**src/rtl/dbg_ack_pkg.sv**
```systemverilog
package dbg_ack_pkg;
  localparam int BYTE_W = 8;

  typedef enum logic [1:0] {
    ST_IDLE,
    ST_BUS,
    ST_ACK
  } ctl_state_e;

  typedef enum logic [1:0] {
    PH_OFF,
    PH_LOW,
    PH_SPEED
  } ack_phase_e;
endpackage

```
**src/rtl/dbg_frame_rx.sv**
```systemverilog
module dbg_frame_rx
  import dbg_ack_pkg::*;
#(
  parameter int          ADDR_W = 16,
  parameter logic [7:0]  OPC_RD = 8'hE0
) (
  input  logic              clk_i,
  input  logic              rst_ni,
  input  logic              accept_i,
  input  logic              abort_i,
  input  logic              byte_valid_i,
  input  logic [BYTE_W-1:0] byte_i,
  output logic              frame_valid_o,
  output logic [ADDR_W-1:0] frame_addr_o
);
  localparam int ADDR_BYTES = ADDR_W / BYTE_W;
  localparam int CNT_W      = $clog2(ADDR_BYTES + 1);

  logic [CNT_W-1:0]  cnt_q;
  logic [ADDR_W-1:0] addr_q;
  logic              fv_q;

  always_ff @(posedge clk_i or negedge rst_ni) begin
    if (!rst_ni) begin
      cnt_q  <= '0;
      addr_q <= '0;
      fv_q   <= 1'b0;
    end else begin
      fv_q <= 1'b0;
      if (abort_i || !accept_i) begin
        cnt_q <= '0;
      end else if (byte_valid_i) begin
        if (cnt_q == '0) begin
          // unknown opcodes are dropped here, next byte is a new opcode
          if (byte_i == OPC_RD) cnt_q <= CNT_W'(1);
        end else begin
          addr_q <= {addr_q[ADDR_W-BYTE_W-1:0], byte_i};
          if (cnt_q == CNT_W'(ADDR_BYTES)) begin
            cnt_q <= '0;
            fv_q  <= 1'b1;
          end else begin
            cnt_q <= cnt_q + CNT_W'(1);
          end
        end
      end
    end
  end

  assign frame_valid_o = fv_q;
  assign frame_addr_o  = addr_q;

  p_frame_after_addr_r2: assert property (@(posedge clk_i) disable iff (!rst_ni)
    frame_valid_o |-> $past(byte_valid_i && accept_i && !abort_i));
endmodule

```
**src/rtl/dbg_ack_pulse.sv**
```systemverilog
module dbg_ack_pulse
  import dbg_ack_pkg::*;
#(
  parameter int LOW_TICKS = 16
) (
  input  logic clk_i,
  input  logic rst_ni,
  input  logic start_i,
  input  logic tick_i,
  output logic pin_o,
  output logic pin_oe_o,
  output logic busy_o,
  output logic done_o
);
  localparam int CNT_W = (LOW_TICKS > 1) ? $clog2(LOW_TICKS) : 1;

  ack_phase_e       ph_q;
  logic [CNT_W-1:0] cnt_q;

  always_ff @(posedge clk_i or negedge rst_ni) begin
    if (!rst_ni) begin
      ph_q  <= PH_OFF;
      cnt_q <= '0;
    end else begin
      unique case (ph_q)
        PH_OFF: if (start_i) begin
          ph_q  <= PH_LOW;
          cnt_q <= '0;
        end
        PH_LOW: if (tick_i) begin
          if (cnt_q == CNT_W'(LOW_TICKS - 1)) ph_q <= PH_SPEED;
          else cnt_q <= cnt_q + CNT_W'(1);
        end
        PH_SPEED: if (tick_i) ph_q <= PH_OFF;
        default: ph_q <= PH_OFF;
      endcase
    end
  end

  assign pin_oe_o = (ph_q != PH_OFF);
  assign pin_o    = (ph_q == PH_SPEED);
  assign busy_o   = pin_oe_o;
  assign done_o   = (ph_q == PH_SPEED) && tick_i;

  p_speedup_one_tick_r6: assert property (@(posedge clk_i) disable iff (!rst_ni)
    (pin_oe_o && pin_o && tick_i) |=> !pin_oe_o);
  p_low_holds_r5: assert property (@(posedge clk_i) disable iff (!rst_ni)
    (pin_oe_o && !pin_o && !tick_i) |=> (pin_oe_o && !pin_o));
endmodule

```
**src/rtl/dbg_word_buf.sv**
```systemverilog
module dbg_word_buf #(
  parameter int W = 16
) (
  input  logic         clk_i,
  input  logic         rst_ni,
  input  logic         load_i,
  input  logic [W-1:0] data_i,
  input  logic         clr_i,
  output logic [W-1:0] word_o,
  output logic         valid_o
);
  always_ff @(posedge clk_i or negedge rst_ni) begin
    if (!rst_ni) begin
      word_o  <= '0;
      valid_o <= 1'b0;
    end else if (load_i) begin
      word_o  <= data_i;
      valid_o <= 1'b1;
    end else if (clr_i) begin
      valid_o <= 1'b0;
    end
  end

  p_clear_on_done_r8: assert property (@(posedge clk_i) disable iff (!rst_ni)
    (clr_i && !load_i) |=> !valid_o);
endmodule

```
**src/rtl/dbg_ack_ctrl.sv**
```systemverilog
module dbg_ack_ctrl
  import dbg_ack_pkg::*;
#(
  parameter int         ADDR_W    = 16,
  parameter int         DATA_W    = 16,
  parameter int         LOW_TICKS = 16,
  parameter logic [7:0] OPC_RD    = 8'hE0
) (
  input  logic              clk_i,
  input  logic              rst_ni,
  input  logic              rx_valid_i,
  input  logic [BYTE_W-1:0] rx_byte_i,
  input  logic              dbg_tick_i,
  input  logic              lowpwr_i,
  output logic              bus_req_o,
  output logic [ADDR_W-1:0] bus_addr_o,
  input  logic              bus_gnt_i,
  input  logic [DATA_W-1:0] bus_rdata_i,
  output logic              pin_o,
  output logic              pin_oe_o,
  output logic              tx_valid_o,
  output logic [DATA_W-1:0] tx_word_o,
  input  logic              tx_done_i
);
  ctl_state_e st_q, st_d;
  logic       frame_valid, accept, take, ack_done, ack_busy, word_valid;

  assign accept = (st_q == ST_IDLE) && !frame_valid;
  // cancel has priority over a grant in the same cycle
  assign take   = (st_q == ST_BUS) && bus_gnt_i && !lowpwr_i;

  dbg_frame_rx #(.ADDR_W(ADDR_W), .OPC_RD(OPC_RD)) u_rx (
    .clk_i, .rst_ni,
    .accept_i     (accept),
    .abort_i      (lowpwr_i),
    .byte_valid_i (rx_valid_i),
    .byte_i       (rx_byte_i),
    .frame_valid_o(frame_valid),
    .frame_addr_o (bus_addr_o)
  );

  dbg_ack_pulse #(.LOW_TICKS(LOW_TICKS)) u_pulse (
    .clk_i, .rst_ni,
    .start_i (take),
    .tick_i  (dbg_tick_i),
    .pin_o   (pin_o),
    .pin_oe_o(pin_oe_o),
    .busy_o  (ack_busy),
    .done_o  (ack_done)
  );

  dbg_word_buf #(.W(DATA_W)) u_buf (
    .clk_i, .rst_ni,
    .load_i (take),
    .data_i (bus_rdata_i),
    .clr_i  (tx_done_i),
    .word_o (tx_word_o),
    .valid_o(word_valid)
  );

  always_comb begin
    st_d = st_q;
    unique case (st_q)
      ST_IDLE: if (frame_valid && !lowpwr_i) st_d = ST_BUS;
      ST_BUS:  if (lowpwr_i) st_d = ST_IDLE;
               else if (bus_gnt_i) st_d = ST_ACK;
      ST_ACK:  if (ack_done) st_d = ST_IDLE;
      default: st_d = ST_IDLE;
    endcase
  end

  always_ff @(posedge clk_i or negedge rst_ni) begin
    if (!rst_ni) st_q <= ST_IDLE;
    else         st_q <= st_d;
  end

  assign bus_req_o  = (st_q == ST_BUS);
  assign tx_valid_o = word_valid && (st_q == ST_IDLE);

  p_cancel_drops_r9: assert property (@(posedge clk_i) disable iff (!rst_ni)
    (bus_req_o && lowpwr_i) |=> (!bus_req_o && !pin_oe_o));
  p_grant_starts_ack_r5: assert property (@(posedge clk_i) disable iff (!rst_ni)
    (bus_req_o && bus_gnt_i && !lowpwr_i) |=> (pin_oe_o && !pin_o));
  p_no_req_during_ack_r10: assert property (@(posedge clk_i) disable iff (!rst_ni)
    pin_oe_o |-> !bus_req_o);
  p_tx_quiet_during_ack_r7: assert property (@(posedge clk_i) disable iff (!rst_ni)
    tx_valid_o |-> (!pin_oe_o && !ack_busy));
endmodule

```
**config.mk**
```make
export PLATFORM = sky130hd
export DESIGN_NAME = dbg_ack_ctrl
export DESIGN_NICKNAME = d
export VERILOG_FILES = /design/src/rtl/dbg_ack_pkg.sv /design/src/rtl/dbg_frame_rx.sv /design/src/rtl/dbg_ack_pulse.sv /design/src/rtl/dbg_word_buf.sv /design/src/rtl/dbg_ack_ctrl.sv
export SDC_FILE = /design/constraint.sdc
export NUM_CORES = 1
export LEC_CHECK = 0
export BUFFER_PORTS_ARGS = -buffer_cell sky130_fd_sc_hd__buf_2
export CAP_MARGIN = 15
export CORE_AREA = 4 4 68 70
export CTS_BUF_LIST = sky130_fd_sc_hd__clkbuf_8 sky130_fd_sc_hd__clkbuf_16
export CTS_CLUSTER_DIAMETER = 30
export DETAILED_ROUTE_END_ITERATION = 7
export DIE_AREA = 0 0 72 74
export GPL_TIMING_DRIVEN = 1
export PLACE_DENSITY = 0.78
export SYNTH_ARGS = -nofsm -noshare
export SYNTH_HDL_FRONTEND = slang
export SYNTH_SLANG_ARGS = --single-unit
```
**constraint.sdc**
```tcl
create_clock -name clk_i -period 1.6 [get_ports clk_i]
set_input_delay 0.08 -clock clk_i [delete_from_list [all_inputs] [get_ports clk_i]]
set_output_delay 0.08 -clock clk_i [all_outputs]
set_load 0.03 [all_outputs]
```
# Yosys cells after proc, flatten, opt, wreduce, memory -nomap -nowiden
# Index checks and enable logic that the tools add are counted.
# classes
n_div	0
bitwise_logic	2
mux	25
n_mul	0
n_eq_ne	16
n_reduce_logical	22
shifts	0
n_lt_le_gt_ge	0
add_sub_neg	2
# ops
op	count
$mux W2	13
$mux W4	3
$pmux W2 S3	2
$ne A2 B2 Y1 const B	5
$eq A8 B8 Y1 const B	1
$pmux W4 S2	1
$reduce_and A4 Y1	2
$reduce_bool A2 Y1	4
$eq A2 B2 Y1 const B	3
$logic_and A1 B1 Y1	6
$logic_not A2 Y1	3
$mux W1	6
$ne A3 B2 Y1 const B	2
$reduce_and A3 Y1	2
$add A4 B1 Y4 const B	1
$eq A2 B1 Y1 const B	2
$eq A4 B4 Y1 const B	1
$ne A2 B1 Y1 const B	2
$logic_not A1 Y1	3
$add A2 B1 Y2 const B	1
$not A1 Y1	2
$reduce_and A2 Y1	1
$logic_or A1 B1 Y1	1
# word_totals
latchBits	0
mem_bits_ro	0
elab_cells	75
in_bits	31
n_memories	0
output_inout_bits	36
register_bits	44
ramBits	0

# Depth between registers and ports, before layout
# Gate-level depths: netlist of the first run.
# depth
depth_word	6
ltp_mapped	6
mapped_depth_nobuf	5

# By module
# Synthesis of the first run repeated with hierarchy kept, for this count alone.
# unflattened
cells_unflattened	138
area_unflattened_um2	1975.6
# modules_own_cells
mod	area_per_inst_um2	cells_per_inst	instances	seq_area_each_um2
dbg_frame_rx	812.0	50	1	475.5
dbg_word_buf	683.2	37	1	425.4
dbg_ack_pulse	361.6	40	1	150.1
dbg_ack_ctrl	118.9	11	1	50.0

# Least setup slack after synthesis of the first run
# OpenSTA, ideal clock, no wires.
# synth_timing
kind	register -> register
start	register st_q[0]
end	register u_rx.addr_q[0], in the netlist u_rx.frame_addr_o[0]
required_time_ns	1.475
path_buffers	1
stages_incl_launch_ff	6
setup_slack_ns	0.233
t_arrival_ns	1.242
path_cell_list	dfrtp_1 > nor2_4 > nand2_4 > nor2_8 > buf_12 > mux2_4
# synth_via
elab_chain_cells	6
# synth_lines
item	line	rtl
start: declaration	dbg_ack_ctrl.sv:25	ctl_state_e st_q, st_d;
start signal: assignment	dbg_ack_ctrl.sv:74	else st_q <= st_d;
$logic_not A2 Y1	dbg_ack_ctrl.sv:28	assign accept = (st_q == ST_IDLE) && !frame_valid;
$logic_and A1 B1 Y1	dbg_ack_ctrl.sv:28	
$logic_not A1 Y1	dbg_frame_rx.sv:30	if (abort_i || !accept_i) begin
$logic_or A1 B1 Y1	dbg_frame_rx.sv:30	
$not A1 Y1 (no line)	-	
$reduce_and A3 Y1 (no line)	-	
end signal: assignment	dbg_frame_rx.sv:37	addr_q <= {addr_q[ADDR_W-BYTE_W-1:0], byte_i};
end: declaration	dbg_frame_rx.sv:20	logic [ADDR_W-1:0] addr_q;
# Every way passes these cells.
# A chain may end at the register's enable or synchronous reset.

# Worst setup path after layout of the first run
# layout_timing
start	register st_q[1]
end	register u_rx.addr_q[11], in the netlist u_rx.frame_addr_o[11]
# The elaborated chain is that of the path after synthesis.

==> metrics.yaml, run 1 <==
place:
  portBuffers: 66
  placed_area_sq_um: 2320
  post-place-ws_ns: 0.0946
  dp_hpwl_um: 2890
  gp_congestion: 0.771
grt:
  grt_pass1_vias: 1516
  grt_pass1_wl_um: 6760
  antenna_found_initial: 0
  gr-usage-all-layers_pct: 16.4
  grt_overflow_total: 0
  grt_max_degree: 32
timing:
  whs_ns: 0.00943
  setup_viol: 0
  fin_crit_sh_pct: 93.5
  fin_setup_tns_ns: 0
  min_period_ns: 1.50
  drv_slew: 0
  layout_setup_ws_ns: 0.104
  worstMarginPinSlew_ns: 0.655
  skew_ns: 0.00901
  max_slew_margin_pct: 56.3
  finalHoldViolCount: 0
  fmax_mhz: 668
  rsz0062_at_grt: "no"
die:
  die_y_um: 74
  die_w_um: 72
  core_sq_um: 3970
  num_io_pins: 67
  die_area_sq_um: 5330
  rows: 23
  initial_utilization_pct: 48.8
setup_path:
  cpLargestDelayFamily: "simple AND/OR/NAND/NOR gates"
  r2r_start: "st_q[1]"
  ff2ff_path_depth: 4
  arrival_ns: 1.67
  slowest_stage: "dfrtp_1"
  r2r_setup_slack_ns: 0.10
  criticalPathCategory: "flip-flop to flip-flop"
  critPathMaxStageDelay_ns: 0.45
  endpoint: "u_rx.frame_addr_o[11]"
  cp-start-kind: "flip-flop"
  cp.depth: 4
  r2r-end: "u_rx.frame_addr_o[11]"
  cp_cell_sequence: "nor2_4 -> nand2_4 -> nor2_8 -> mux2_2"
  startpoint: "st_q[1]"
  critPathMaxFanout: 16
  worstPathRequired_ns: 1.77
  path_buf_inv: 0
  worstSetupEndpointType: "flip-flop"
synth:
  synth_top_cell_area_share_pct: 56.8
  syn_nets: 202
  synthTopCellsByArea: "dfrtp_1 (57%), nand2_1 (10%), mux2_4 (7.8%)"
  synth_seq_cells: 44
  syn_area_sq_um: 1940
  synth_edf_count: 0
  synth_warnings: 0
  synthFlopType: "dfrtp_1"
  synth.largest_area_cell: "dfrtp_1"
  yosysSeqAreaShare_pct: 56.8
  syn_avg_cell_area_sq_um: 11.4
  synth_common_cells: "nand2_1 (54), dfrtp_1 (44), mux2_4 (10), mux2_2 (7)"
  yosysMostFrequentCell: "nand2_1"
  syn_inst: 170
  async_flop_share_pct: 100
  synthDistinctLibCells: 41
finish:
  n_antenna_cell: 0
  drive_gt1_share_pct: 40.4
  fin_area_sq_um: 2610
  layout.nets: 291
  areaGrowthSynthToFinish_pct: 34.7
drt:
  wl_per_cell_um: 13.3
  drc: 0
  routed_wl_um: 4120
  drtIter0Drc: 60
  firstDrtPassIters: 4
  viasPerCell: 4.93
  vias: 1528
  ant_nets: 0
run:
  drv_cap: 0
cts:
  cts_tree: "built"
  insertion_delay_ns: 0.29
  clockBufferDepth: 2
  path_clk_slew_ns: 0.09
  cts_hold_buf: 17
  ctsRootBufferMaster: "clkbuf_8"
  cts_buffers: 5
  htree_num_levels: 2
  cts_resized: 0
  post_cts_buffers: 0
  cts.sinks: 44
power_and_ir_drop:
  powerDensity_nw_per_um2: 1040
  peakVddDrop_mv: 0.528
  p_leak_nw: 1.45
worst_hold_path:
  hold_depth: 2
  hold_path.class: "input pin to flip-flop"
status:
  run_status: "complete, no violations"
[flip-flops by register name, indices dropped and copies added (netlist names)]
| signal | cells |
|---|---|
| u_rx.cnt_q | 2 |
| u_rx.frame_valid_o | 1 |
| u_rx.frame_addr_o | 16 |
| u_buf.valid_o | 1 |
| u_buf.word_o | 16 |
| st_q | 2 |
| u_pulse.cnt_q | 4 |
| u_pulse.ph_q | 2 |
[metrics by stage]
| step | total power [mW] | utilization, % | std cells |
|---|---|---|---|
| floorplan | 1.67 | - | 170 |
| global placement | 1.82 | 58.3 | 285 |
| detailed placement | 1.84 | 58.3 | 285 |
| CTS | 2.75 | 65.7 | 310 |
| global route | 2.86 | 65.7 | 310 |
| finish | 2.72 | 65.7 | 310 |
[per-layer routing]
layer	routed length [um]	vias up	global-route usage, %
met3	322	6	4.59
li1	-	753	-
met1	1790	712	20.7
met5	0	-	0
met4	78	0	6.05
met2	1930	57	27.0
[report_power, final]
group	internal, mW	leakage (nW)	switching [mW]
Combinational	0.239	0.796	0.294
Sequential	1.20	0.597	0.117
Clock	0.510	0.0614	0.354
Total	1.95	1.45	0.765
[worst min-delay path by stage]
stage	slack, ns	endpoint	start
global route	0.005	st_q[0]	lowpwr_i
finish	0.009	st_q[0]	lowpwr_i
CTS	0.002	u_buf.word_o[15]	bus_rdata_i[15]
global placement	0.15	u_pulse.ph_q[1]	rst_ni
floorplan	-0.22	st_q[0]	rst_ni
detailed placement	0.16	u_rx.cnt_q[1]	rst_ni
[logic make-up after synthesis]
group	after synthesis	synth area share, %
AO/OA/AOI/OAI	17	6.46
adder cells (fa/ha/maj)	1	0.646
AND/OR/NAND/NOR	80	20.5
multiplexers	18	12.3
flip-flops	44	56.8
buffers and inverters	10	3.16
[cell usage in the layout (no fill, tap or decap), drive strengths merged, types with 3 or more instances in the layout]
cell / instances
o21ai: 3
dlygate4sd3: 17
nand2: 55
mux2: 17
nor2b: 5
buf: 70
clkbuf: 6
nor3: 3
inv: 5
dfrtp: 44
nand3: 4
nor2: 5
a21oi: 4
[layout make-up]
cell class	instances	area (sq um)
Inverter	5	18.8
Sequential cell	44	1100
Clock inverter	2	38.8
Fill cell	314	1360
Tap cell	50	62.6
Clock buffer	6	82.6
Multi-Input combinational cell	116	774
Timing Repair Buffer	87	531
Power figures use the tool's default switching activity.
==> inputs of run 2 (changes only) <==
Settings changed: CAP_MARGIN 15 to 20, CORE_AREA 4 4 68 70 to 4 4 75 77, DIE_AREA 0 0 72 74 to 0 0 79 81, PLACE_DENSITY 0.78 to 0.66, REMOVE_ABC_BUFFERS set to 1.
==> metrics.yaml, run 2 (same netlist as run 1, synthesis figures left out) <==
cts:
  cts.sinks: 44  # unchanged
  clockBufferDepth: 2  # unchanged
  post_cts_buffers: 0  # unchanged
  htree_num_levels: 2  # unchanged
  path_clk_slew_ns: 0.08  # was 0.09 ns
  ctsRootBufferMaster: "clkbuf_8"  # unchanged
  insertion_delay_ns: 0.29  # about the same
  cts_buffers: 5  # unchanged
  cts_tree: "built"  # unchanged
  cts_resized: 0  # unchanged
timing:
  fin_crit_sh_pct: 94.4  # was 93.5%
  min_period_ns: 1.51  # was 1.50 ns
  skew_ns: 0.00451  # was 0.00901 ns
  fmax_mhz: 662  # was 668 MHz
  fin_setup_tns_ns: 0  # unchanged
  max_slew_margin_pct: 70.1  # was 56.3%
  drv_slew: 0  # unchanged
  worstMarginPinSlew_ns: 0.448  # was 0.655 ns
  layout_setup_ws_ns: 0.0900  # was 0.104 ns
  setup_viol: 0  # unchanged
  rsz0062_at_grt: "no"  # unchanged
  finalHoldViolCount: 0  # unchanged
grt:
  grt_max_degree: 27  # was 32
  grt_pass1_wl_um: 7410  # was 6760 um
  grt_pass1_vias: 1683  # was 1516
  grt_overflow_total: 0  # unchanged
  antenna_found_initial: 0  # unchanged
  gr-usage-all-layers_pct: 14.6  # was 16.4%
setup_path:
  r2r-end: "u_rx.frame_addr_o[10]"  # was u_rx.frame_addr_o[11]
  ff2ff_path_depth: 4  # unchanged
  worstPathRequired_ns: 1.78  # was 1.77 ns
  cp-start-kind: "input pin"  # was flip-flop
  worstSetupEndpointType: "flip-flop"  # unchanged
  critPathMaxFanout: 16  # unchanged
  arrival_ns: 1.69  # was 1.67 ns
  criticalPathCategory: "input pin to flip-flop"  # was flip-flop to flip-flop
  r2r_start: "st_q[1]"  # unchanged
  r2r_setup_slack_ns: 0.10  # about the same
die:
  initial_utilization_pct: 38.7  # was 48.8%
  num_io_pins: 67  # unchanged
  rows: 26  # was 23
  die_y_um: 81  # was 74 um
  die_w_um: 79  # was 72 um
  die_area_sq_um: 6400  # was 5330 sq um
  core_sq_um: 5010  # was 3970 sq um
run:
  drv_cap: 0  # unchanged
drt:
  viasPerCell: 4.66  # was 4.93
  ant_nets: 0  # unchanged
  wl_per_cell_um: 13.3  # about the same
  routed_wl_um: 4420  # was 4120 um
  vias: 1552  # was 1528
  firstDrtPassIters: 4  # unchanged
  drc: 0  # unchanged
  drtIter0Drc: 83  # was 60
place:
  post-place-ws_ns: 0.0988  # was 0.0946 ns
  portBuffers: 66  # unchanged
  placed_cells: 306  # was 285
  dp_hpwl_um: 3110  # was 2890 um
  gp_congestion: 0.751  # was 0.771
worst_hold_path:
  holdCritStartpoint: "bus_gnt_i"  # was lowpwr_i
  min_to: "st_q[0]"  # unchanged
  hold_depth: 2  # unchanged
  hold_path.class: "input pin to flip-flop"  # unchanged
power_and_ir_drop:
  peakVddDrop_mv: 0.434  # was 0.528 mV
  p_leak_nw: 1.46  # was 1.45 nW
  p_total_mw: 2.58  # was 2.72 mW
  powerDensity_nw_per_um2: 977  # was 1040 nW/um^2
finish:
  layout.nets: 294  # was 291
  n_antenna_cell: 0  # unchanged
  multi_input_area_sq_um: 774  # unchanged
  fin_cells: 333  # was 310
  mostFrequentLayoutCells: "buf_2 (66), nand2_1 (54), dfrtp_1 (44), dlygate4sd3_1 (19), mux2_4 (10)"  # was buf_2 (66), nand2_1 (54), dfrtp_1 (44), dlygate4sd3_1 (17), mux2_4 (10)
  areaGrowthSynthToFinish_pct: 36.6  # was 34.7%
  drive_gt1_share_pct: 40.3  # was 40.4%
  layout_commonest_cell: "buf_2"  # unchanged
  register_area_sq_um: 1100  # unchanged
  nFillCells: 475  # was 314
status:
  run_status: "complete, no violations"  # unchanged
==> run 2: changes by cell type in the layout (fill, tap and decap cells not counted) <==
| cell | before | now |
|---|---|---|
| buf_12 | 0 | 1 |
| clkinv_4 | 1 | 0 |
| dlygate4sd3_1 | 17 | 19 |
| clkinv_2 | 0 | 2 |
| bufinv_16 | 1 | 0 |
==> run 2: per-layer routing <==
layer	part of all wire, %	vias up	GRT usage, %	wire length, um
li1	-	762	-	-
met1	45	719	18.2	1990
met2	46	66	25.1	2050
met3	7.9	5	3.99	348
met4	0.72	0	3.61	32
met5	0	-	0	0
==> run 2: per-stage QoR <==
step	cell area [sq um]	hold WS (ns)	util, %
5_1_grt	2650	0.0126	52.8
4_1_cts	2650	0.00824	52.8
3_5_place_dp	2360	0.0529	47.2
6_report	2650	0.0140	52.8
2_1_floorplan	1890	-0.216	-
3_3_place_gp	2360	0.0584	47.2
==> run 2: worst max-delay path: stages <==
cell           delay, ns
dlygate4sd3_1       0.53
buf_2               0.14
nor2_4              0.14
nand2_4             0.09
nor2_8              0.31
mux2_2              0.38
==> run 2: area by class of cell <==
cell class / count / share of cell area [%]
multi-input cells: 116 / 29.3
flip-flops and latches: 44 / 41.6
clock buffers: 6 / 3.12
repair buffers: 90 / 21.6
inverters: 5 / 0.710
well taps: 70 / 3.31
clock inverters: 2 / 0.378
==> run 2: worst max-delay path by stage <==
| stage | end | start |
|---|---|---|
| after global routing | u_rx.frame_addr_o[13] | st_q[1] |
| after CTS | u_rx.frame_addr_o[10] | st_q[1] |
| after detailed placement | u_rx.frame_addr_o[10] | st_q[1] |
| final | u_rx.frame_addr_o[10] | lowpwr_i |
| after global placement | u_rx.frame_addr_o[13] | st_q[1] |
| after floorplan | u_pulse.cnt_q[0] | st_q[1] |
==> run 2: what timing repair did <==
action | in CTS | in global routing
hold buffers | 19 | 0
endpoints found under the setup margin | 0 | 0
hold endpoints to repair | 36 | 0
==> run 2: power by group <==
part | leakage (nW) | internal (mW) | total, mW | switching (mW)
registers | 0.597 | 1.20 | 1.32 | 0.122
clock network | 0.0510 | 0.345 | 0.719 | 0.374
logic | 0.814 | 0.245 | 0.541 | 0.296
total | 1.46 | 1.79 | 2.58 | 0.793
